**config.mk**
```make
export PLATFORM = sky130hd
export DESIGN_NAME = ord_gate
export DESIGN_NICKNAME = d
export VERILOG_FILES = /design/src/rtl/ord_gate_pkg.sv /design/src/rtl/ord_outstanding.sv /design/src/rtl/ord_sync_flag.sv /design/src/rtl/ord_issue_ctl.sv /design/src/rtl/ord_gate.sv
export SDC_FILE = /design/constraint.sdc
export NUM_CORES = 1
export LEC_CHECK = 0
export ABC_AREA = 1
export BUFFER_PORTS_ARGS = -buffer_cell sky130_fd_sc_hd__buf_4
export CORE_AREA = 8 8 45 47
export DETAILED_ROUTE_END_ITERATION = 7
export DIE_AREA = 0 0 53 55
export SLEW_MARGIN = 20
export SYNTH_ARGS = -nofsm -noshare
export SYNTH_HDL_FRONTEND = slang
export SYNTH_SLANG_ARGS = --single-unit
```
**constraint.sdc**
```tcl
create_clock -name clk -period 2.6 [get_ports clk]
set_input_delay 0.52 -clock clk [delete_from_list [all_inputs] [get_ports clk]]
set_output_delay 0.52 -clock clk [all_outputs]
set_load 0.01 [all_outputs]
```
**src/rtl/ord_gate_pkg.sv**
```systemverilog
package ord_gate_pkg;

   typedef enum logic [1:0] {
      K_DATA  = 2'b00,
      K_FENCE = 2'b01,
      K_ACQ   = 2'b10,
      K_REL   = 2'b11
   } op_kind_e;

   localparam int unsigned N_SYNC = 2;   // index 0: acquire, 1: release

   function automatic logic [1:0] sync_code(input int unsigned idx);
      return (idx == 0) ? 2'(K_ACQ) : 2'(K_REL);
   endfunction

endpackage

```
**src/rtl/ord_outstanding.sv**
```systemverilog
module ord_outstanding #(
   parameter int unsigned CNT_W = 4
) (
   input  logic             clk,
   input  logic             rst_n,
   input  logic             up,
   input  logic             down,
   output logic [CNT_W-1:0] cnt,
   output logic             is_zero,
   output logic             err
);
   localparam logic [CNT_W-1:0] CNT_MAX  = {CNT_W{1'b1}};
   localparam logic [CNT_W-1:0] CNT_ZERO = '0;
   localparam logic [CNT_W-1:0] CNT_ONE  = CNT_W'(1);

   always_ff @(posedge clk) begin
      if (!rst_n) begin
         cnt <= CNT_ZERO;
         err <= 1'b0;
      end else begin
         unique case ({up, down})
            2'b10: begin
               if (cnt == CNT_MAX) err <= 1'b1;
               else                cnt <= cnt + CNT_ONE;
            end
            2'b01: begin
               if (cnt == CNT_ZERO) err <= 1'b1;
               else                 cnt <= cnt - CNT_ONE;
            end
            default: ;
         endcase
      end
   end

   assign is_zero = (cnt == CNT_ZERO);

   assert_count_up_R2: assert property (@(posedge clk) disable iff (!rst_n)
      (up && !down && cnt != CNT_MAX) |=> (cnt == $past(cnt) + CNT_ONE));
   assert_count_down_R2: assert property (@(posedge clk) disable iff (!rst_n)
      (!up && down && cnt != CNT_ZERO) |=> (cnt == $past(cnt) - CNT_ONE));
   assert_count_hold_R2: assert property (@(posedge clk) disable iff (!rst_n)
      (up == down) |=> $stable(cnt));
   assert_no_overflow_R8: assert property (@(posedge clk) disable iff (!rst_n)
      (up && !down && cnt == CNT_MAX) |=> (cnt == CNT_MAX && err));
   assert_no_underflow_R8: assert property (@(posedge clk) disable iff (!rst_n)
      (!up && down && cnt == CNT_ZERO) |=> (cnt == CNT_ZERO && err));
   assert_err_sticky_R8: assert property (@(posedge clk) disable iff (!rst_n)
      err |=> err);

endmodule

```
**src/rtl/ord_sync_flag.sv**
```systemverilog
module ord_sync_flag (
   input  logic clk,
   input  logic rst_n,
   input  logic set,
   input  logic clr,
   output logic pend
);
   always_ff @(posedge clk) begin
      if (!rst_n)   pend <= 1'b0;
      else if (set) pend <= 1'b1;
      else if (clr) pend <= 1'b0;
   end

   assert_set_when_idle_R6: assert property (@(posedge clk) disable iff (!rst_n)
      set |-> !pend);
   assert_flag_holds_R5: assert property (@(posedge clk) disable iff (!rst_n)
      (pend && !clr) |=> pend);

endmodule

```
**src/rtl/ord_issue_ctl.sv**
```systemverilog
module ord_issue_ctl
   import ord_gate_pkg::*;
(
   input  logic       op_valid,
   input  logic [1:0] op_kind,
   input  logic       cnt_zero,
   input  logic       acq_pend,
   input  logic       rel_pend,
   output logic       op_ready,
   output logic       mem_valid,
   output logic [1:0] mem_kind,
   output logic       fire_data,
   output logic       fire_acq,
   output logic       fire_rel
);
   logic allow;
   logic take;

   always_comb begin
      unique case (op_kind_e'(op_kind))
         K_DATA:  allow = 1'b1;
         K_FENCE: allow = cnt_zero;
         K_ACQ:   allow = 1'b1;
         K_REL:   allow = cnt_zero && !rel_pend;
         default: allow = 1'b0;
      endcase
      op_ready = allow && !acq_pend;
   end

   assign take      = op_valid && op_ready;
   assign mem_valid = take && (op_kind != 2'(K_FENCE));
   assign mem_kind  = op_kind;
   assign fire_data = take && (op_kind == 2'(K_DATA));
   assign fire_acq  = take && (op_kind == 2'(K_ACQ));
   assign fire_rel  = take && (op_kind == 2'(K_REL));

endmodule

```
**src/rtl/ord_gate.sv**
```systemverilog
module ord_gate
   import ord_gate_pkg::*;
#(
   parameter int unsigned CNT_W = 4
) (
   input  logic       clk,
   input  logic       rst_n,
   input  logic       op_valid,
   input  logic [1:0] op_kind,
   output logic       op_ready,
   output logic       mem_valid,
   output logic [1:0] mem_kind,
   input  logic       done_valid,
   input  logic [1:0] done_tag,
   output logic       ovf_err
);
   generate
      if (CNT_W < 2 || CNT_W > 16) begin : g_bad_width
         $error("ord_gate: CNT_W must lie in 2..16");
      end
   endgenerate

   logic [CNT_W-1:0] cnt;
   logic             cnt_zero;
   logic             fire_data, fire_acq, fire_rel;
   logic             done_data;
   logic [N_SYNC-1:0] sync_set, sync_clr, sync_pend;

   assign done_data = done_valid && (done_tag == 2'(K_DATA));

   ord_outstanding #(.CNT_W(CNT_W)) u_cnt (
      .clk     (clk),
      .rst_n   (rst_n),
      .up      (fire_data),
      .down    (done_data),
      .cnt     (cnt),
      .is_zero (cnt_zero),
      .err     (ovf_err)
   );

   assign sync_set = {fire_rel, fire_acq};

   for (genvar g = 0; g < N_SYNC; g++) begin : g_sync
      assign sync_clr[g] = done_valid && (done_tag == sync_code(g));
      ord_sync_flag u_flag (
         .clk   (clk),
         .rst_n (rst_n),
         .set   (sync_set[g]),
         .clr   (sync_clr[g]),
         .pend  (sync_pend[g])
      );
   end

   ord_issue_ctl u_ctl (
      .op_valid  (op_valid),
      .op_kind   (op_kind),
      .cnt_zero  (cnt_zero),
      .acq_pend  (sync_pend[0]),
      .rel_pend  (sync_pend[1]),
      .op_ready  (op_ready),
      .mem_valid (mem_valid),
      .mem_kind  (mem_kind),
      .fire_data (fire_data),
      .fire_acq  (fire_acq),
      .fire_rel  (fire_rel)
   );

   assert_data_flows_R1: assert property (@(posedge clk) disable iff (!rst_n)
      (op_kind == 2'(K_DATA) && !sync_pend[0]) |-> op_ready);
   assert_fence_at_zero_R3: assert property (@(posedge clk) disable iff (!rst_n)
      (op_valid && op_ready && op_kind == 2'(K_FENCE)) |-> (cnt == '0));
   assert_fence_not_sent_R3: assert property (@(posedge clk) disable iff (!rst_n)
      mem_valid |-> (mem_kind != 2'(K_FENCE)));
   assert_acq_immediate_R4: assert property (@(posedge clk) disable iff (!rst_n)
      (op_valid && op_kind == 2'(K_ACQ) && !sync_pend[0]) |-> mem_valid);
   assert_acq_blocks_R5: assert property (@(posedge clk) disable iff (!rst_n)
      sync_pend[0] |-> (!op_ready && !mem_valid));
   assert_rel_ordered_R6: assert property (@(posedge clk) disable iff (!rst_n)
      (mem_valid && mem_kind == 2'(K_REL)) |-> (cnt == '0 && !sync_pend[1]));
   assert_rel_no_block_R7: assert property (@(posedge clk) disable iff (!rst_n)
      (sync_pend[1] && !sync_pend[0] && op_valid && op_kind[0] == 1'b0) |-> mem_valid);

endmodule

```
Yosys cells after proc, flatten, opt, wreduce, memory -nomap -nowiden
Cells that the tools add are included.

storage, ports and cells
  register bits = 7
  bits of input ports = 8
  output and inout port bits = 5
  logic and storage cells = 51

operators by class
  add/sub/neg operators = 2
  equal/unequal tests = 13
  multiplexer cells = 11
  reduce and logical (&&, ||, !) cells = 21

operators by type and width
  operator                                           number
  == test 2 bit (second input constant)              5
  logical AND 1 bit                                  10
  2-to-1 mux 4 bit                                   2
  one-hot mux 4 bit (2 select lines)                 1
  2-to-1 mux 1 bit                                   6
  != test 2 x 1 -> 1 bit (second input constant)     3
  AND reduction 3 bit                                2
  nonzero test 2 bit                                 3
  adder 4 x 1 -> 4 bit (second input constant)       1
  == test 2 x 1 -> 1 bit (second input constant)     2
  == test 4 bit (second input constant)              1
  logical NOT 2 bit                                  2
  logical NOT 4 bit                                  1
  != test 2 bit (second input constant)              2
  subtractor 4 x 1 -> 4 bit (second input constant)  1
  one-hot mux 1 bit (3 select lines)                 1
  logical NOT 1 bit                                  2
  one-hot mux 1 bit (2 select lines)                 1
  OR reduction 2 bit                                 1

Logic depth before layout (Yosys ltp)
Gate-level depths: netlist (run 1).

  depth after elaboration = 9
  gate-level depth with buffers = 17
  depth with buffers taken out = 17

Modules after synthesis
Synthesis (run 1) repeated with hierarchy kept, for this count alone.

unflattened totals
  cell total of the unflattened synthesis = 95
  area, all modules = 586.8 µm²

by module, submodules not included
  module           instances  cells each  area an instance (µm²)  sequential area each (µm²)
  ord_outstanding  1          60          390.4                   100.1
  ord_sync_flag    2          6           43.8                    20.0
  ord_issue_ctl    1          17          86.3                    0.0
  ord_gate         1          6           22.5                    0.0

Worst setup path after synthesis (run 1)
OpenSTA, ideal clock, no wires.

  path kind = input port to flip-flop
  start point = in op_kind[1]
  end point = reg u_cnt.cnt[2]
  library setup time = 0.121 ns
  arrival time = 2.107 ns
  data required time = 2.479 ns
  setup slack = 0.372 ns
  stages on the path = 14
  path buffers = 0
  cell sequence = nand2_1 o21ai_0 a21oi_2 and2_4 nand2_4 nor2_4 inv_2 ha_1 nor2_1 nor2_2 ha_1 a21oi_1 xor2_1 a21oi_1

between the ends
  cells in the longest elaborated chain, start to end = 9
  elaborated cells on any way between the ends = 16
  classes of those cells = eq/ne: 7; mux: 2; reduce/logical: 7

ends and longest elaborated chain
  element                                                               RTL line               source
  start, declared                                                       ord_gate.sv:9          input logic [1:0] op_kind,
  == test 2 bit or logical NOT 2 bit (tied branches)                    ord_issue_ctl.sv:20    unique case (op_kind_e'(op_kind))
  OR reduction 2 bit (no source line)                                   n/a
  one-hot mux 1 bit (3 select lines) *                                  ord_issue_ctl.sv:20
  logical AND 1 bit *                                                   ord_issue_ctl.sv:27    op_ready = allow && !acq_pend;
  via op_ready                                                          ord_gate.sv:10         output logic op_ready,
  logical AND 1 bit *                                                   ord_issue_ctl.sv:30    assign take = op_valid && op_ready;
  logical AND 1 bit *                                                   ord_issue_ctl.sv:33    assign fire_data = take && (op_kind == 2'(K_DATA));
  == test 2 x 1 -> 1 bit or == test 2 bit (tied branches)               ord_outstanding.sv:21  unique case ({up, down})
  != test 2 bit (no source line) or nonzero test 2 bit (tied branches)  n/a
  AND reduction 3 bit (no source line)                                  n/a
  end signal, assigned                                                  ord_outstanding.sv:24  else cnt <= cnt + CNT_ONE;
  end signal, assigned                                                  ord_outstanding.sv:28  else cnt <= cnt - CNT_ONE;
  end, declared                                                         ord_outstanding.sv:8   output logic [CNT_W-1:0] cnt,

Mark *: on every way through the listed nets, which the timed path passes. The rest lies on a longest branch.
A chain may end at the register's enable or synchronous reset.

Worst setup path in the final report (run 1)
  start point = reg u_cnt.cnt[0]
  end point = reg u_cnt.cnt[2]

between the ends
  cells in the longest elaborated chain, start to end = 9
  elaborated cells on any way between the ends = 18
  classes of those cells = add/sub: 2; eq/ne: 5; mux: 4; reduce/logical: 7

ends and longest elaborated chain
  element                                                               RTL line                                      source
  logical NOT 4 bit                                                     ord_outstanding.sv:27, ord_outstanding.sv:35
  logical AND 1 bit                                                     ord_issue_ctl.sv:24                           K_REL: allow = cnt_zero && !rel_pend;
  one-hot mux 1 bit (3 select lines)                                    ord_issue_ctl.sv:20
  logical AND 1 bit                                                     ord_issue_ctl.sv:27
  logical AND 1 bit                                                     ord_issue_ctl.sv:30
  logical AND 1 bit                                                     ord_issue_ctl.sv:33
  == test 2 x 1 -> 1 bit or == test 2 bit (tied branches)               ord_outstanding.sv:21
  != test 2 bit (no source line) or nonzero test 2 bit (tied branches)  n/a
  AND reduction 3 bit (no source line)                                  n/a

Several ways; a longest one is shown, not always the timed one. The select of a mux whose other input is x is not followed.

==> results of run 1 <==
-- worst paths after layout --
path | startpoint | to | slack (ns) | depth (start not counted)
max | u_cnt.cnt[0]$_SDFFE_PN0P_ | u_cnt.cnt[2]$_SDFFE_PN0P_ | 0.41 | 14
min | u_cnt.err$_SDFFE_PN0P_ | u_cnt.err$_SDFFE_PN0P_ | 0.45 | 2
max reg2reg | u_cnt.cnt[0]$_SDFFE_PN0P_ | u_cnt.cnt[2]$_SDFFE_PN0P_ | 0.41 | 14
min reg2reg | u_cnt.err$_SDFFE_PN0P_ | u_cnt.err$_SDFFE_PN0P_ | 0.45 | 2
-- cell type report --
type | instances | area (sq um)
flip-flops and latches | 7 | 140
well taps | 16 | 20.0
clock buffers | 4 | 26.3
repair buffers | 12 | 90.1
fillers | 159 | 714
inverters | 15 | 56.3
multi-input cells | 58 | 337
-- layer usage --
layer | track usage | part of all wire
met1 | 0.0762 | 0.42
met2 | 0.137 | 0.47
met3 | 0.0535 | 0.11
met4 | 0.0388 | 0
met5 | 0 | 0
-- where the power goes --
part / internal, mW / switching, mW / leakage (nW) / total [mW]
Clock: 0.0583 / 0.0361 / 0.0150 / 0.0944
Combinational: 0.0420 / 0.0497 / 0.246 / 0.0918
Sequential: 0.116 / 0.0105 / 0.0573 / 0.126
-- sequential cells by signal (all words and copies together), names as in the netlist --
| register | count |
|---|---|
| g_sync.u_flag.pend | 2 |
| u_cnt.err | 1 |
| u_cnt.cnt | 4 |
-- placed cells by master (no fill, tap or decap) --
master	Yosys	layout
a21oi_1	6	6
a21oi_2	1	1
and2_4	1	1
buf_4	2	12
clkbuf_1	0	1
clkbuf_4	0	3
dfxtp_1	7	7
ha_1	4	4
inv_1	14	14
inv_2	1	1
nand2_1	16	16
nand2_2	1	1
nand2_4	1	1
nand3_1	7	7
nand4_1	4	4
nor2_1	7	7
nor2_2	2	2
nor2_4	3	3
o21ai_0	4	4
xor2_1	1	1
-- critical path: stages, from the launching register on --
cell,delay (ns)
dfxtp_1,0.39
nor2_4,0.13
nand2_2,0.06
a21oi_2,0.18
and2_4,0.18
nand2_4,0.05
nor2_4,0.09
inv_2,0.04
ha_1,0.22
nor2_1,0.12
nor2_2,0.07
ha_1,0.17
a21oi_1,0.14
xor2_1,0.16
a21oi_1,0.08
-- kinds of logic after synthesis --
group / share of synthesized area
simple gates: 0.400
buf+inv: 0.130
compound gates: 0.107
flops: 0.256
fa+ha+maj: 0.0913
xor+xnor: 0.0160
-- synth_stat cells, drive strengths merged --
cell type  number
a21oi           7
and2            1
buf             2
dfxtp           7
ha              4
inv            15
nand2          18
nand3           7
nand4           4
nor2           12
o21ai           4
xor2            1
==> flow_summary.toml, run 1 <==
[outcome]
status = "finished, final reports clean"

[routing]
drcViolationCount = 0
ant_nets = 0
via_count = 528
routedWlPerCell_um = 9.86
routed_wl_mm = 1.10
vias_per_cell = 4.71
drt_iter0_drc = 7
first_pass_iters = 2

[logic_synthesis]
synthDistinctLibCells = 18
synth_seq_cells = 7
synth.avg_cell_area_sq_um = 6.68
synth_cells = 82
synth_top_cell_area_share = 0.256
netlist_area_sq_um = 548
ys_seq_area_frac = 0.256
yosysTopAreaCell = "dfxtp_1"
synth.top_cells.by_area = "dfxtp_1 26%, nand2_1 11%, inv_1 9.6%, ha_1 9.1%, nand3_1 6.4%"
syn_nets = 94
synth_warnings = 0

[grt]
grt_pass1_wl_mm = 1.75
antenna_found_initial = 0
grt_pass1_vias = 442
gr-total-overflow = 0
grt_start_max_net_pins = 8
grt.total_usage = 0.0815

[clocking]
clock_sinks = 7
clkTransAtPathRegs_ns = 0.05
post_cts_resized = 0
numCtsBuffers = 3
htree_levels = 1
insertion_delay_ns = 0.24
clk_root_buffer_cell = "clkbuf_4"
clk_path_buf_depth = 2
ctsHoldBuffers = 0
cts_setup_buffers = 0
cts_tree = "yes"

[sta]
finalCritPeriodShare = 0.844
worst_slew_pin_slew_ns = 0.296
hold_violations = 0
slew_viol_final = 0
fin_skew_ns = 0.000602
rsz0062_at_grt = "false"
layout_min_cycle_time_ns = 2.19
slew_headroom = 0.802
worst_hold_slack_ns = 0.448
finalSetupViolCount = 0
setup_ws_ns = 0.407
setup_tns_ns = 0
timing.fmax_mhz = 456

[final_layout]
syn2layout_area_growth_pct = 22.1
final_nets = 109
postLayoutCellArea_sq_um = 669
diodes = 0
final_core_utilization = 0.484
drive_gt1_frac = 0.260
final-instance-count-excl-fill = 112

[worst_setup_path]
start_kind = "flip-flop"
endpoint_kind = "flip-flop"
worstPathArrival_ns = 2.32
critical_path_class = "reg -> reg"
path_max_fanout = 7
cp.required_ns = 2.73

[place]
placed_cell_area_sq_um = 643
place_congestion = 0.777
dp_cells = 108
hpwl_um = 915
pre_cts_ws_ns = 0.171
portBuffers = 12

[power_and_ir_drop]
p_per_area_nw_per_um2 = 467
p_leak_nw = 0.318
finalPower_mw = 0.313
irDropWorstVdd_v = 0.000299

[floorplanning]
start_util = 0.396
die_y_um = 55
fp.coreArea_sq_um = 1380
fp-row-count = 14
die_w_um = 53
dieArea_sq_um = 2920
num_io_pins = 13

[worst_hold_path]
hold_path.class = "reg -> reg"

[run]
timing.max_cap.violations = 0
No activity file was read; power rests on OpenSTA's default activity.
==> run 2, diff against run 1 <==
--- a/config.mk
+++ b/config.mk
@@ -10,6 +10,7 @@
 export CORE_AREA = 8 8 45 47
 export DETAILED_ROUTE_END_ITERATION = 7
 export DIE_AREA = 0 0 53 55
+export PLACE_DENSITY = 0.66
 export SLEW_MARGIN = 20
 export SYNTH_ARGS = -nofsm -noshare
 export SYNTH_HDL_FRONTEND = slang
==> constraint.sdc (replaced) <==
create_clock -name clk -period 1.9 [get_ports clk]
set_input_delay 0.38 -clock clk [delete_from_list [all_inputs] [get_ports clk]]
set_output_delay 0.38 -clock clk [all_outputs]
set_load 0.01 [all_outputs]
==> flow_summary.toml, run 2 (same netlist as run 1, synthesis figures left out) <==
[clocking]
insertion_delay_ns = 0.25
htree_levels = 1
clk_root_buffer_cell = "clkbuf_4"
cts_tree = "yes"
clock_sinks = 7
numCtsBuffers = 3
clk_path_buf_depth = 2
clkTransAtPathRegs_ns = 0.05

[worst_setup_path]
critical_path_class = "reg -> out"
endpoint_kind = "primary output"
cp.required_ns = 1.52
worstPathArrival_ns = 1.69
path_max_fanout = 2
start_kind = "flip-flop"

[sta]
rsz0062_at_grt = "true"
hold_violations = 0
fin_skew_ns = 0.00476
slew_headroom = 0.858
finalSetupViolCount = 4
timing.fmax_mhz = 483
layout_min_cycle_time_ns = 2.07
finalCritPeriodShare = 1.09
worst_slew_pin_slew_ns = 0.212
setup_ws_ns = -0.169
slew_viol_final = 0

[routing]
routed_wl_mm = 1.56
routedWlPerCell_um = 11.5
vias_per_cell = 4.67
first_pass_iters = 4
via_count = 630
drt_iter0_drc = 7
drcViolationCount = 0
ant_nets = 0

[floorplanning]
die_y_um = 55
start_util = 0.396
fp-row-count = 14
dieArea_sq_um = 2920
die_w_um = 53
fp.coreArea_sq_um = 1380
num_io_pins = 13

[place]
placed_cell_area_sq_um = 815
portBuffers = 12
place_congestion = 0.785
hpwl_mm = 1.13

[power_and_ir_drop]
p_leak_nw = 0.435
p_per_area_nw_per_um2 = 568
finalPower_mw = 0.533
irDropWorstVdd_v = 0.000500

[final_layout]
fillers = 115
syn2layout_area_growth_pct = 71.2
mostFrequentLayoutCell = "buf_4"
regMostFlops = "u_cnt.cnt"
largest_register_ffs = 4
diodes = 0
postLayoutCellArea_sq_um = 938
drive_gt1_frac = 0.538
final_nets = 132
final_cell_mix = "33 x buf_4, 14 x nand2_1, 12 x inv_1"
top_regs = "u_cnt.cnt (4), g_sync.u_flag.pend (2), u_cnt.err (1)"

[grt]
grt.total_usage = 0.116
grt_pass1_vias = 649
grt_pass1_wl_mm = 2.55
gr-total-overflow = 0
antenna_found_initial = 0
grt_start_max_net_pins = 7

[outcome]
violations = "setup timing"
status = "finished with violations"

[worst_hold_path]
hold_path.class = "in -> reg"

[run]
timing.max_cap.violations = 0
## run 2: changes by cell type in the layout (fill, tap and decap cells not counted), moves of 3 or more
cell and change:
buf_4 +21, dfxtp_1 -4, dfxtp_2 +3, ha_1 -3, ha_4 +3, nor2_1 -3, nor2_4 +3
## run 2: layer usage
layer / share of wire / vias to the layer above / GRT usage
met1: 0.39 / 290 / 0.112
met2: 0.57 / 9 / 0.219
met5: 0 / - / 0
met4: 0 / 0 / 0.0259
met3: 0.041 / 0 / 0.0535
li1: - / 331 / -
## run 2: through the flow
stage | setup slack [ns] | std cells | util | hold slack, ns | TNS (ns)
5_1_grt | -0.237 | 135 | 0.678 | 0.404 | -0.813
6_report | -0.169 | 135 | 0.678 | 0.402 | -0.354
2_1_floorplan | -0.115 | 82 | - | 0.442 | -0.315
4_1_cts | -0.0700 | 132 | 0.644 | 0.389 | -0.128
3_5_place_dp | -0.269 | 124 | 0.589 | 0.445 | -0.854
3_3_place_gp | -0.230 | 124 | 0.589 | 0.441 | -0.735
## run 2: path summary, 6_finish.rpt
path	from	endpoint	slack [ns]	cells after the start
worst max-delay path	u_cnt.cnt[2]$_SDFFE_PN0P_	mem_valid	-0.17	10
worst min-delay path	rst_n	u_cnt.cnt[3]$_SDFFE_PN0P_	0.40	3
worst max register to register	u_cnt.cnt[2]$_SDFFE_PN0P_	u_cnt.cnt[2]$_SDFFE_PN0P_	-0.10	14
worst min register to register	u_cnt.err$_SDFFE_PN0P_	u_cnt.err$_SDFFE_PN0P_	0.45	2
## run 2: power breakdown
part | switching, mW | internal, mW | total (mW) | leakage, nW
sequential | 0.00882 | 0.160 | 0.169 | 0.0593
clock | 0.0527 | 0.0800 | 0.133 | 0.0150
combinational | 0.109 | 0.122 | 0.232 | 0.361
total | 0.171 | 0.362 | 0.533 | 0.435
## run 2: final cells by class
cell class,instances,area [sq um],share of cell area
Tap cell,16,20.0,0.0213
Sequential cell,7,148,0.157
Inverter,15,56.3,0.0600
Timing Repair Buffer,35,270,0.288
Multi-Input combinational cell,58,418,0.445
Clock buffer,4,26.3,0.0280
## run 2: repair_timing
item | in CTS | in global routing
resized for setup | 7 | 6
pin swaps | 11 | 6
setup endpoints to repair | 4 | 5
hold buffers | 0 | 0
setup buffers | 4 | 3
## run 2: worst max-delay path: stages (launching register included)
cell	delay, ns
dfxtp_2	0.33
nor2_4	0.13
nand2_2	0.08
a21oi_4	0.13
and2_4	0.18
nand2_4	0.05
buf_4	0.13
buf_4	0.12
buf_4	0.12
nand2_2	0.06
buf_6	0.11
